--- config.mk ---
export PLATFORM = sky130hd
export DESIGN_NAME = ofdm_rate_throttle
export DESIGN_NICKNAME = d
export VERILOG_FILES = /design/src/rtl/orc_pkg.sv /design/src/rtl/orc_sym_timing.sv /design/src/rtl/orc_pattern.sv /design/src/rtl/orc_gate.sv /design/src/rtl/ofdm_rate_throttle.sv
export SDC_FILE = /design/constraint.sdc
export NUM_CORES = 1
export LEC_CHECK = 0
export BUFFER_PORTS_ARGS = -buffer_cell sky130_fd_sc_hd__buf_2
export CAP_MARGIN = 10
export CORE_MARGIN = 1.5
export CORE_UTILIZATION = 30
export CTS_BUF_LIST = sky130_fd_sc_hd__clkbuf_16
export DETAILED_ROUTE_END_ITERATION = 16
export GPL_TIMING_DRIVEN = 0
export SETUP_SLACK_MARGIN = 0.05
export SLEW_MARGIN = 20
export SYNTH_ARGS = -nofsm -noshare
export SYNTH_HDL_FRONTEND = slang
export SYNTH_SLANG_ARGS = --single-unit
--- constraint.sdc ---
create_clock -name clk -period 6.1 [get_ports clk]
set_clock_uncertainty 0.2 [all_clocks]
set_input_delay 0 -clock clk [delete_from_list [all_inputs] [get_ports clk]]
set_output_delay 0 -clock clk [all_outputs]
set_load 0.005 [all_outputs]
--- src/rtl/orc_pkg.sv ---
package orc_pkg;
   localparam int unsigned BW_CODE_W = 3;

   typedef struct packed {
      logic [BW_CODE_W-1:0] bw;
      logic                 ext;
   } orc_cfg_t;
endpackage

--- src/rtl/orc_sym_timing.sv ---
module orc_sym_timing #(
   parameter int LOG2_NMAX = 11,
   parameter int MAX_SHIFT = 4,
   parameter int CP_FIRST  = 160,
   parameter int CP_REST   = 144,
   parameter int CP_EXT    = 512,
   parameter bit BURST     = 1'b0,
   parameter int CNT_W     = 12
) (
   input  orc_pkg::orc_cfg_t cfg,
   input  logic              first_sym,
   output logic [CNT_W-1:0]  period_len,
   output logic [CNT_W-1:0]  high_len
);
   localparam int NMAX = 1 << LOG2_NMAX;
   localparam int SH_W = $clog2(MAX_SHIFT + 1);

   logic [SH_W-1:0]  sh;
   logic [CNT_W-1:0] cp_full;
   logic [CNT_W-1:0] n_nat;
   logic [CNT_W-1:0] cp_nat;

   always_comb begin
      if (int'(cfg.bw) < MAX_SHIFT) sh = SH_W'(MAX_SHIFT - int'(cfg.bw));
      else                          sh = '0;
      if (cfg.ext)        cp_full = CNT_W'(CP_EXT);
      else if (first_sym) cp_full = CNT_W'(CP_FIRST);
      else                cp_full = CNT_W'(CP_REST);
      period_len = CNT_W'(NMAX) + cp_full;
      n_nat      = CNT_W'(NMAX) >> sh;
      cp_nat     = cp_full >> sh;
   end

   generate
      if (BURST) begin : g_burst
         assign high_len = ((n_nat + cp_nat - CNT_W'(1)) << sh) + CNT_W'(1);
      end else begin : g_stream
         assign high_len = n_nat + cp_nat;
      end
   endgenerate
endmodule

--- src/rtl/orc_pattern.sv ---
module orc_pattern #(
   parameter int LOG2_NMAX    = 11,
   parameter int MAX_SHIFT    = 4,
   parameter int CP_FIRST     = 160,
   parameter int CP_REST      = 144,
   parameter int CP_EXT       = 512,
   parameter bit BURST        = 1'b0,
   parameter int NUM_SYM_NORM = 7,
   parameter int NUM_SYM_EXT  = 6,
   parameter int SLOTS        = 2,
   parameter int CNT_W        = 12
) (
   input  logic              clk,
   input  logic              rst_n,
   input  logic              clear,
   input  logic              in_valid,
   input  orc_pkg::orc_cfg_t cfg_in,
   output logic              win,
   output logic              ready
);
   localparam int SYM_W  = $clog2(NUM_SYM_NORM);
   localparam int SLOT_W = $clog2(SLOTS);
   localparam logic [SYM_W-1:0]  LAST_NORM = SYM_W'(NUM_SYM_NORM - 1);
   localparam logic [SYM_W-1:0]  LAST_EXT  = SYM_W'(NUM_SYM_EXT - 1);
   localparam logic [SLOT_W-1:0] LAST_SLOT = SLOT_W'(SLOTS - 1);

   logic              running;
   logic [CNT_W-1:0]  cnt;
   logic [SYM_W-1:0]  sym_idx;
   logic [SLOT_W-1:0] slot_idx;
   orc_pkg::orc_cfg_t cfg_q;
   logic [CNT_W-1:0]  period_len;
   logic [CNT_W-1:0]  high_len;
   logic              wrap;
   logic              last_sym;
   logic              sf_end;

   orc_sym_timing #(
      .LOG2_NMAX(LOG2_NMAX), .MAX_SHIFT(MAX_SHIFT), .CP_FIRST(CP_FIRST),
      .CP_REST(CP_REST), .CP_EXT(CP_EXT), .BURST(BURST), .CNT_W(CNT_W)
   ) u_timing (
      .cfg       (cfg_q),
      .first_sym (sym_idx == '0),
      .period_len(period_len),
      .high_len  (high_len)
   );

   assign wrap     = running && (cnt == period_len - CNT_W'(1));
   assign last_sym = sym_idx == (cfg_q.ext ? LAST_EXT : LAST_NORM);
   assign sf_end   = wrap && last_sym && (slot_idx == LAST_SLOT);
   assign win      = !running || (cnt < high_len);
   assign ready    = !running || wrap || ((cnt + CNT_W'(1)) < high_len);

   always_ff @(posedge clk or negedge rst_n) begin
      if (!rst_n) begin
         running  <= 1'b0;
         cnt      <= '0;
         sym_idx  <= '0;
         slot_idx <= '0;
         cfg_q    <= '0;
      end else if (clear) begin
         running  <= 1'b0;
         cnt      <= '0;
         sym_idx  <= '0;
         slot_idx <= '0;
      end else if (!running) begin
         if (in_valid) begin
            running  <= 1'b1;
            cnt      <= CNT_W'(1);
            sym_idx  <= '0;
            slot_idx <= '0;
            cfg_q    <= cfg_in;
         end
      end else if (wrap) begin
         cnt <= '0;
         if (last_sym) begin
            sym_idx <= '0;
            if (slot_idx == LAST_SLOT) begin
               slot_idx <= '0;
               cfg_q    <= cfg_in;
            end else begin
               slot_idx <= slot_idx + SLOT_W'(1);
            end
         end else begin
            sym_idx <= sym_idx + SYM_W'(1);
         end
      end else begin
         cnt <= cnt + CNT_W'(1);
      end
   end


   cnt_in_range_chk: assert property (@(posedge clk) disable iff (!rst_n)
      running |-> cnt < period_len);


   cfg_hold_chk: assert property (@(posedge clk) disable iff (!rst_n)
      (running && !sf_end && !clear) |=> $stable(cfg_q));


   wrap_ready_chk: assert property (@(posedge clk) disable iff (!rst_n)
      (wrap && !clear) |=> ready);
endmodule

--- src/rtl/orc_gate.sv ---
module orc_gate #(
   parameter int DW = 16
) (
   input  logic                 clk,
   input  logic                 rst_n,
   input  logic                 clear,
   input  logic                 in_valid,
   input  logic                 take,
   input  logic signed [DW-1:0] in_re,
   input  logic signed [DW-1:0] in_im,
   output logic                 out_valid,
   output logic signed [DW-1:0] out_re,
   output logic signed [DW-1:0] out_im
);
   logic accept;
   assign accept = in_valid && take && !clear;

   always_ff @(posedge clk or negedge rst_n) begin
      if (!rst_n) begin
         out_valid <= 1'b0;
         out_re    <= '0;
         out_im    <= '0;
      end else begin
         out_valid <= accept;
         if (accept) begin
            out_re <= in_re;
            out_im <= in_im;
         end
      end
   end
endmodule

--- src/rtl/ofdm_rate_throttle.sv ---
module ofdm_rate_throttle #(
   parameter int DW           = 16,
   parameter bit MATCHED      = 1'b1,
   parameter bit BURST        = 1'b0,
   parameter int LOG2_NMAX    = 11,
   parameter int MAX_SHIFT    = 4,
   parameter int CP_FIRST     = 160,
   parameter int CP_REST      = 144,
   parameter int CP_EXT       = 512,
   parameter int NUM_SYM_NORM = 7,
   parameter int NUM_SYM_EXT  = 6,
   parameter int SLOTS        = 2
) (
   input  logic                 clk,
   input  logic                 rst_n,
   input  logic                 clear,
   input  logic [2:0]           bw_code,
   input  logic                 ext_cp,
   input  logic                 in_valid,
   input  logic signed [DW-1:0] in_re,
   input  logic signed [DW-1:0] in_im,
   output logic                 ready,
   output logic                 out_valid,
   output logic signed [DW-1:0] out_re,
   output logic signed [DW-1:0] out_im
);
   localparam int NMAX  = 1 << LOG2_NMAX;
   localparam int CNT_W = $clog2(NMAX + CP_EXT + 1);
   localparam int GRAIN = 1 << MAX_SHIFT;

   generate
      if ((CP_FIRST % GRAIN) != 0 || (CP_REST % GRAIN) != 0 || (CP_EXT % GRAIN) != 0) begin : g_bad_cp
         $error("prefix lengths must divide evenly at the narrowest bandwidth");
      end
      if (CP_EXT < CP_FIRST || CP_FIRST < CP_REST) begin : g_bad_order
         $error("prefix lengths out of order");
      end
      if (LOG2_NMAX <= MAX_SHIFT || MAX_SHIFT > 7) begin : g_bad_shift
         $error("shift range does not fit the transform size");
      end
      if (SLOTS < 2 || NUM_SYM_EXT > NUM_SYM_NORM || NUM_SYM_EXT < 1) begin : g_bad_frame
         $error("slot structure out of range");
      end
   endgenerate

   logic take;

   generate
      if (MATCHED) begin : g_matched
         orc_pkg::orc_cfg_t cfg_in;
         assign cfg_in.bw  = bw_code;
         assign cfg_in.ext = ext_cp;

         orc_pattern #(
            .LOG2_NMAX(LOG2_NMAX), .MAX_SHIFT(MAX_SHIFT), .CP_FIRST(CP_FIRST),
            .CP_REST(CP_REST), .CP_EXT(CP_EXT), .BURST(BURST),
            .NUM_SYM_NORM(NUM_SYM_NORM), .NUM_SYM_EXT(NUM_SYM_EXT),
            .SLOTS(SLOTS), .CNT_W(CNT_W)
         ) u_pattern (
            .clk     (clk),
            .rst_n   (rst_n),
            .clear   (clear),
            .in_valid(in_valid),
            .cfg_in  (cfg_in),
            .win     (take),
            .ready   (ready)
         );


         reject_chk: assert property (@(posedge clk) disable iff (!rst_n)
            (!ready && !clear) |-> ##2 !out_valid);
      end else begin : g_full
         logic unused_cfg;
         assign unused_cfg = ^{bw_code, ext_cp};
         assign take  = 1'b1;
         assign ready = 1'b1;


         forward_chk: assert property (@(posedge clk) disable iff (!rst_n)
            (in_valid && !clear) |=> out_valid);
      end
   endgenerate

   orc_gate #(.DW(DW)) u_gate (
      .clk      (clk),
      .rst_n    (rst_n),
      .clear    (clear),
      .in_valid (in_valid),
      .take     (take),
      .in_re    (in_re),
      .in_im    (in_im),
      .out_valid(out_valid),
      .out_re   (out_re),
      .out_im   (out_im)
   );
endmodule

* Word-level counts from Yosys, hierarchy flattened *
Cells that the tools add are included.

storage, ports and cells
  flip-flop bits (word level) = 54
  output and inout port bits = 34

cells by class
  add/subtract/negate cells = 7
  $lt $le $gt $ge = 3
  equal/unequal tests = 7
  shift-type cells = 2
  multiplexer cells = 27
  bitwise gates (word level) = 1
  reduce and logical (&&, ||, !) cells = 14

operator list
  cell                                                                  number
  12-bit two-way mux                                                    4
  12-bit less-than comparator                                           2
  4-bit two-way mux                                                     5
  3-bit two-way mux                                                     6
  12-bit by 1-bit adder with 12-bit output, second input constant       1
  12-bit adder                                                          1
  12-bit adder, first input constant                                    1
  12-bit equality test                                                  1
  12-bit by 3-bit right shift with 12-bit output                        1
  12-bit by 3-bit right shift with 12-bit output, first input constant  1
  12-bit by 1-bit subtractor with 12-bit output, second input constant  1
  10-bit two-way mux                                                    1
  1-bit two-way mux                                                     9
  6-bit two-way mux                                                     1
  2-bit != test, second input constant                                  3
  3-bit != test, second input constant                                  2
  5-bit AND reduction                                                   1
  3-bit by 1-bit adder with 3-bit output, second input constant         1
  3-bit equality test                                                   1
  1-bit logical AND                                                     3
  3-bit zero test                                                       1
  1-bit logical OR                                                      3
  3-bit less-than comparator, second input constant                     1
  3-bit AND reduction                                                   1
  8 further kinds                                                       9

* Depth between registers and ports, before layout *
  depth in word-level cells = 10
  gate-level depth with buffers = 21
  mapped depth without buffers = 20

* Hierarchy *
A second synthesis with hierarchy kept.

second synthesis, totals
  cells, all modules = 439
  area, all modules = 4,276.6 um^2

by module, submodules not included
  module          instances  cells each  area an instance (um^2)
  orc_pattern     1          278         2,311.0
  orc_gate        1          70          1,352.5
  orc_sym_timing  1          91          613.1

* Least setup slack after synthesis *
Ideal clock, no wire load.

  kind = flip-flop to flip-flop
  from = register g_matched.u_pattern.cfg_q[1] in the netlist's numbering
  to = register u_gate.out_im[0]
  arrival time = 3.921 ns
  setup slack = 1.854 ns
  cell stages (with the launch flop) = 20
  path buffers = 2
  clock period less this slack = 4.246 ns
  cells stage by stage = dfrtp_1 inv_1 ha_1 ha_1 buf_2 nand3b_1 nor2_1 a22oi_1 o32ai_1 ha_1 fa_1 xor2_1 ha_1 nand2_1 o21ai_0 a311o_1 o221ai_1 a21oi_2 buf_6 mux2_2

between the ends
  cells in the longest elaborated chain, start to end = 8

RTL lines
  what                                                                      RTL line                                    text
  from (decl)                                                               orc_pattern.sv:31                           orc_pkg::orc_cfg_t cfg_q;
  from (signal assigned)                                                    orc_pattern.sv:72                           cfg_q <= cfg_in;
  from (signal assigned)                                                    orc_pattern.sv:80                           cfg_q <= cfg_in;
  3-bit subtractor / 3-bit less-than comparator (equally long branches)     orc_sym_timing.sv:24                        if (int'(cfg.bw) < MAX_SHIFT) sh = SH_W'(MAX_SHIFT - int'(cfg.bw));
  3-bit two-way mux *                                                       orc_sym_timing.sv:24
  12-bit by 3-bit right shift with 12-bit output, on equally long branches  orc_sym_timing.sv:30, orc_sym_timing.sv:31
  12-bit adder *                                                            orc_sym_timing.sv:38                        assign high_len = n_nat + cp_nat;
  12-bit less-than comparator *                                             orc_pattern.sv:51                           assign win = !running || (cnt < high_len);
  1-bit logical OR *                                                        orc_pattern.sv:51
  1-bit logical AND * (2 in series)                                         orc_gate.sv:16                              assign accept = in_valid && take && !clear;
  to (signal assigned)                                                      orc_gate.sv:27                              out_im <= in_im;
  to (decl)                                                                 orc_gate.sv:13                              output logic signed [DW-1:0] out_im

Every way passes the cells marked *; elsewhere a longest branch is shown, timed or not.
A chain may end at the register's enable or synchronous reset.

* Worst setup path after layout *
  from = register g_matched.u_pattern.cfg_q[1] in the netlist's numbering
  to = register u_gate.out_re[11]

between the ends
  cells in the longest elaborated chain, start to end = 8

RTL lines
  what                                                                      RTL line                                    text
  3-bit subtractor / 3-bit less-than comparator (equally long branches)     orc_sym_timing.sv:24
  3-bit two-way mux *                                                       orc_sym_timing.sv:24
  12-bit by 3-bit right shift with 12-bit output, on equally long branches  orc_sym_timing.sv:30, orc_sym_timing.sv:31
  12-bit adder *                                                            orc_sym_timing.sv:38
  12-bit less-than comparator *                                             orc_pattern.sv:51
  1-bit logical OR *                                                        orc_pattern.sv:51
  1-bit logical AND * (2 in series)                                         orc_gate.sv:16
  to (signal assigned)                                                      orc_gate.sv:26                              out_re <= in_re;
  to (decl)                                                                 orc_gate.sv:12                              output logic signed [DW-1:0] out_re,

Marks and branches as above.

==> key figures <==
Cells and area
  • Area growth syn-to-layout: 31.5%
  • Fill cells: 1146
  • Commonest non-fill, non-tap cell in the layout: buf_2
  • Final core occ: 40.3%
  • # diodes: 0
  • Most frequent cells in the layout: 73 x buf_2, 54 x dfrtp_1, 41 x dlygate4sd3_1, 27 x ha_1, 25 x nand2_1
  • Layout cells sized above 1: 26.9%
  • Final nets: 520

Drt
  • Post-Route WL: 8550 um
  • Vias per cell: 4.91
  • Starting DRT DRC Count: 160
  • Vias: 2928
  • Per-cell routed wire length: 14.3 um
  • Drt drc: 0
  • Drt pass-1 iters: 4
  • Final ANT Viol Nets: 0

CTS
  • CTS H-tree lvls: 2
  • CTS root buf: clkbuf_16
  • Post-CTS Resized: 0
  • Clk slew on worst S/H paths: 70 ps
  • CTS tree: built
  • CTS Buf Count: 5
  • CTS max path bufs: 2
  • Sinks on Clock Net: 54
  • Worst skew pair latency: 290 ps

Die
  • Core area: 11400 sq um
  • IO Count: 74
  • Initial Util: 30.7%
  • Die width: 111 um
  • Die footprint: 12300 sq um
  • Die Y: 111 um
  • Rows: 39

Synthesis
  • Post-synth EDFFs: 0
  • Sequential area share after synthesis: 38.6%
  • Synth Instances: 331
  • Flop and latch count out of synthesis: 54
  • Asr flop ratio synth: 100%
  • Yosys cell types: 68
  • Mean Syn Cell Area: 10.6 sq um
  • Synth Warn #: 0
  • Cell Area, Synth: 3500 sq um
  • Post-Syn Nets: 399
  • Main synth FF type: dfrtp_1

Timing
  • Final Setup Violations: 0
  • Maximum clock rate: 201 MHz
  • Crit path time final: 4960 ps
  • RSZ-0062 raised after global routing: false
  • Final Max Tran Viols: 0
  • Endpoints failing hold: 0
  • Tcrit/Tclk final: 81.4%
  • Post-Route Setup TNS: 0 ps
  • Normalized max-slew margin: 49.6%
  • Slew @ Worst Pin: 751 ps

Worst setup path
  • Crit path largest cell delay: 460 ps
  • Crit path cell chain: inv_1, ha_1, ha_1, buf_2, nand3b_1, nor2_1, a22oi_1, o32ai_1, ha_1, fa_1, xor2_1, ha_1, nand2_1, o21ai_0, a311o_1, o221ai_1, a21oi_2, buf_6, mux2_2
  • Most frequent CP cell: ha_1
  • Crit path required time: 6070 ps
  • CP max-delay cell: dfrtp_1
  • Crit end category: register
  • Crit-path leading delay family: compound AO/OA/AOI/OAI gates
  • CP Max Fanout: 10
  • Startpoint type of the worst setup path: register
  • Worst EP arrival: 4940 ps
  • Setup CP Type: register to register
  • CP bufs+invs: 3

GRT
  • Initial antenna violation count: 0
  • Largest net degree at the start of global routing: 55
  • Vias in the first global route: 2964
  • First-pass GRT wire length: 14400 um
  • Aggregate global-route resource usage: 14.3%
  • Gr ovfl total: 0

Placement
  • Final Wtd Congestion: 0.864
  • Port bufs: 73
  • Post-DP HPWL: 6230 um

Pwr
  • Power Total: 0.00141 W
  • Peak supply drop: 0.000164 V
  • Lkg Pwr: 2.17 nW
  • PD cells: 307 nW/um^2

Status
  • Outcome: completed

Min path
  • Worst Hold Class: primary input to async pin

Run
  • Max cap viols: 0
## final cells by class
type                            instances  area [sq um]  share of cell area, %
Multi-Input combinational cell        250          1990                   43.3
Sequential cell                        54          1350                   29.4
Timing Repair Buffer                  114           778                   16.9
Tap cell                              143           179                   3.89
Clock buffer                            5           125                   2.72
Buffer                                 13           103                   2.23
Inverter                               14          52.6                   1.14
Clock inverter                          3          20.0                  0.435
## worst reg2reg max path: stages (launching register included)
cell	delay, ps
dfrtp_1	460
inv_1	70
ha_1	200
ha_1	260
buf_2	160
nand3b_1	240
nor2_1	130
a22oi_1	210
o32ai_1	120
ha_1	230
fa_1	380
xor2_1	190
ha_1	300
nand2_1	40
o21ai_0	340
a311o_1	170
o221ai_1	140
a21oi_2	420
buf_6	230
mux2_2	360
## synth_stat cells, types with 3 or more instances
| master | n | area share, % |
|---|---|---|
| a21o_1 | 3 | 0.64 |
| a21oi_1 | 10 | 1.4 |
| a22o_1 | 6 | 1.5 |
| and2_1 | 3 | 0.54 |
| and3_1 | 5 | 0.89 |
| buf_6 | 6 | 1.9 |
| clkbuf_1 | 4 | 0.43 |
| dfrtp_1 | 54 | 39 |
| ha_1 | 27 | 9.6 |
| inv_1 | 14 | 1.5 |
| mux2_1 | 15 | 4.8 |
| mux2_2 | 21 | 6.8 |
| mux2i_1 | 3 | 0.86 |
| nand2_1 | 25 | 2.7 |
| nand2b_1 | 6 | 1.1 |
| nand3_1 | 7 | 1.0 |
| nor2_1 | 21 | 2.3 |
| nor2b_1 | 3 | 0.54 |
| nor3_1 | 5 | 0.71 |
| o211ai_1 | 3 | 0.64 |
| o21ai_0 | 14 | 2.0 |
| o21bai_1 | 3 | 0.64 |
| xnor2_1 | 4 | 1.0 |
| xor2_1 | 10 | 2.5 |
## per-layer routing
layer	global-route usage, %	vias to the layer above	routed length [um]
met5	0	-	0
met4	3.88	0	110
met3	2.13	8	279
met2	26.2	57	4470
met1	17.5	1411	3690
li1	-	1452	-
## sequential cells by signal, summed over array words and instances, names as in the netlist
name                          flops
u_gate.out_im                    16
u_gate.out_re                    16
g_matched.u_pattern.cnt          12
g_matched.u_pattern.cfg_q         4
g_matched.u_pattern.sym_idx       3
g_matched.u_pattern.running       1
g_matched.u_pattern.slot_idx      1
u_gate.out_valid                  1
## per-stage QoR
step,hold WS (ps),std cells,instance area (sq um),worst slack [ps]
CTS,120,596,4600,1140
detailed placement,-112,547,4050,1150
floorplan,-496,331,3500,1850
finish,88.0,596,4600,1140
global route,154,596,4600,858
global placement,12.9,547,4050,1210
## worst paths after layout
kind                                                            endpoint  slack (ps)  cells after the start                                      from
worst max-delay path                       u_gate.out_re[11]$_DFFE_PN0P_        1140                     19  g_matched.u_pattern.cfg_q[1]$_DFFE_PN0P_
worst min-delay path                        u_gate.out_im[8]$_DFFE_PN0P_          90                      2                                     rst_n
worst max register to register             u_gate.out_re[11]$_DFFE_PN0P_        1140                     19  g_matched.u_pattern.cfg_q[1]$_DFFE_PN0P_
worst min register to register              u_gate.out_im[5]$_DFFE_PN0P_         290                      1              u_gate.out_im[5]$_DFFE_PN0P_
max in group asynchronous         g_matched.u_pattern.cnt[6]$_DFFE_PN0P_        5160                      2                                     rst_n
min in group clk                g_matched.u_pattern.cfg_q[0]$_DFFE_PN0P_         260                      3                                    ext_cp
## what timing repair did
action | CTS | global route
hold buffers | 41 | 0
hold endpoints to repair | 95 | 0
buffers inserted | 0 | 0
## power breakdown
part	switching (W)	internal, W
combinational	0.000321	0.000307
sequential	0.0000540	0.000449
clock	0.000128	0.000152
total	0.000504	0.000909
## cell families after synthesis
group	after synthesis	share of synthesized area, %
DFF	54	38.6
buffers and inverters	27	4.43
adders and majority gates	28	10.2
and+or+nand+nor	93	13.9
muxes	39	12.4
xor gates and xnor gates	15	3.97
AOI/OAI and AO/OA	75	16.4
Power figures use the tool's default switching activity.
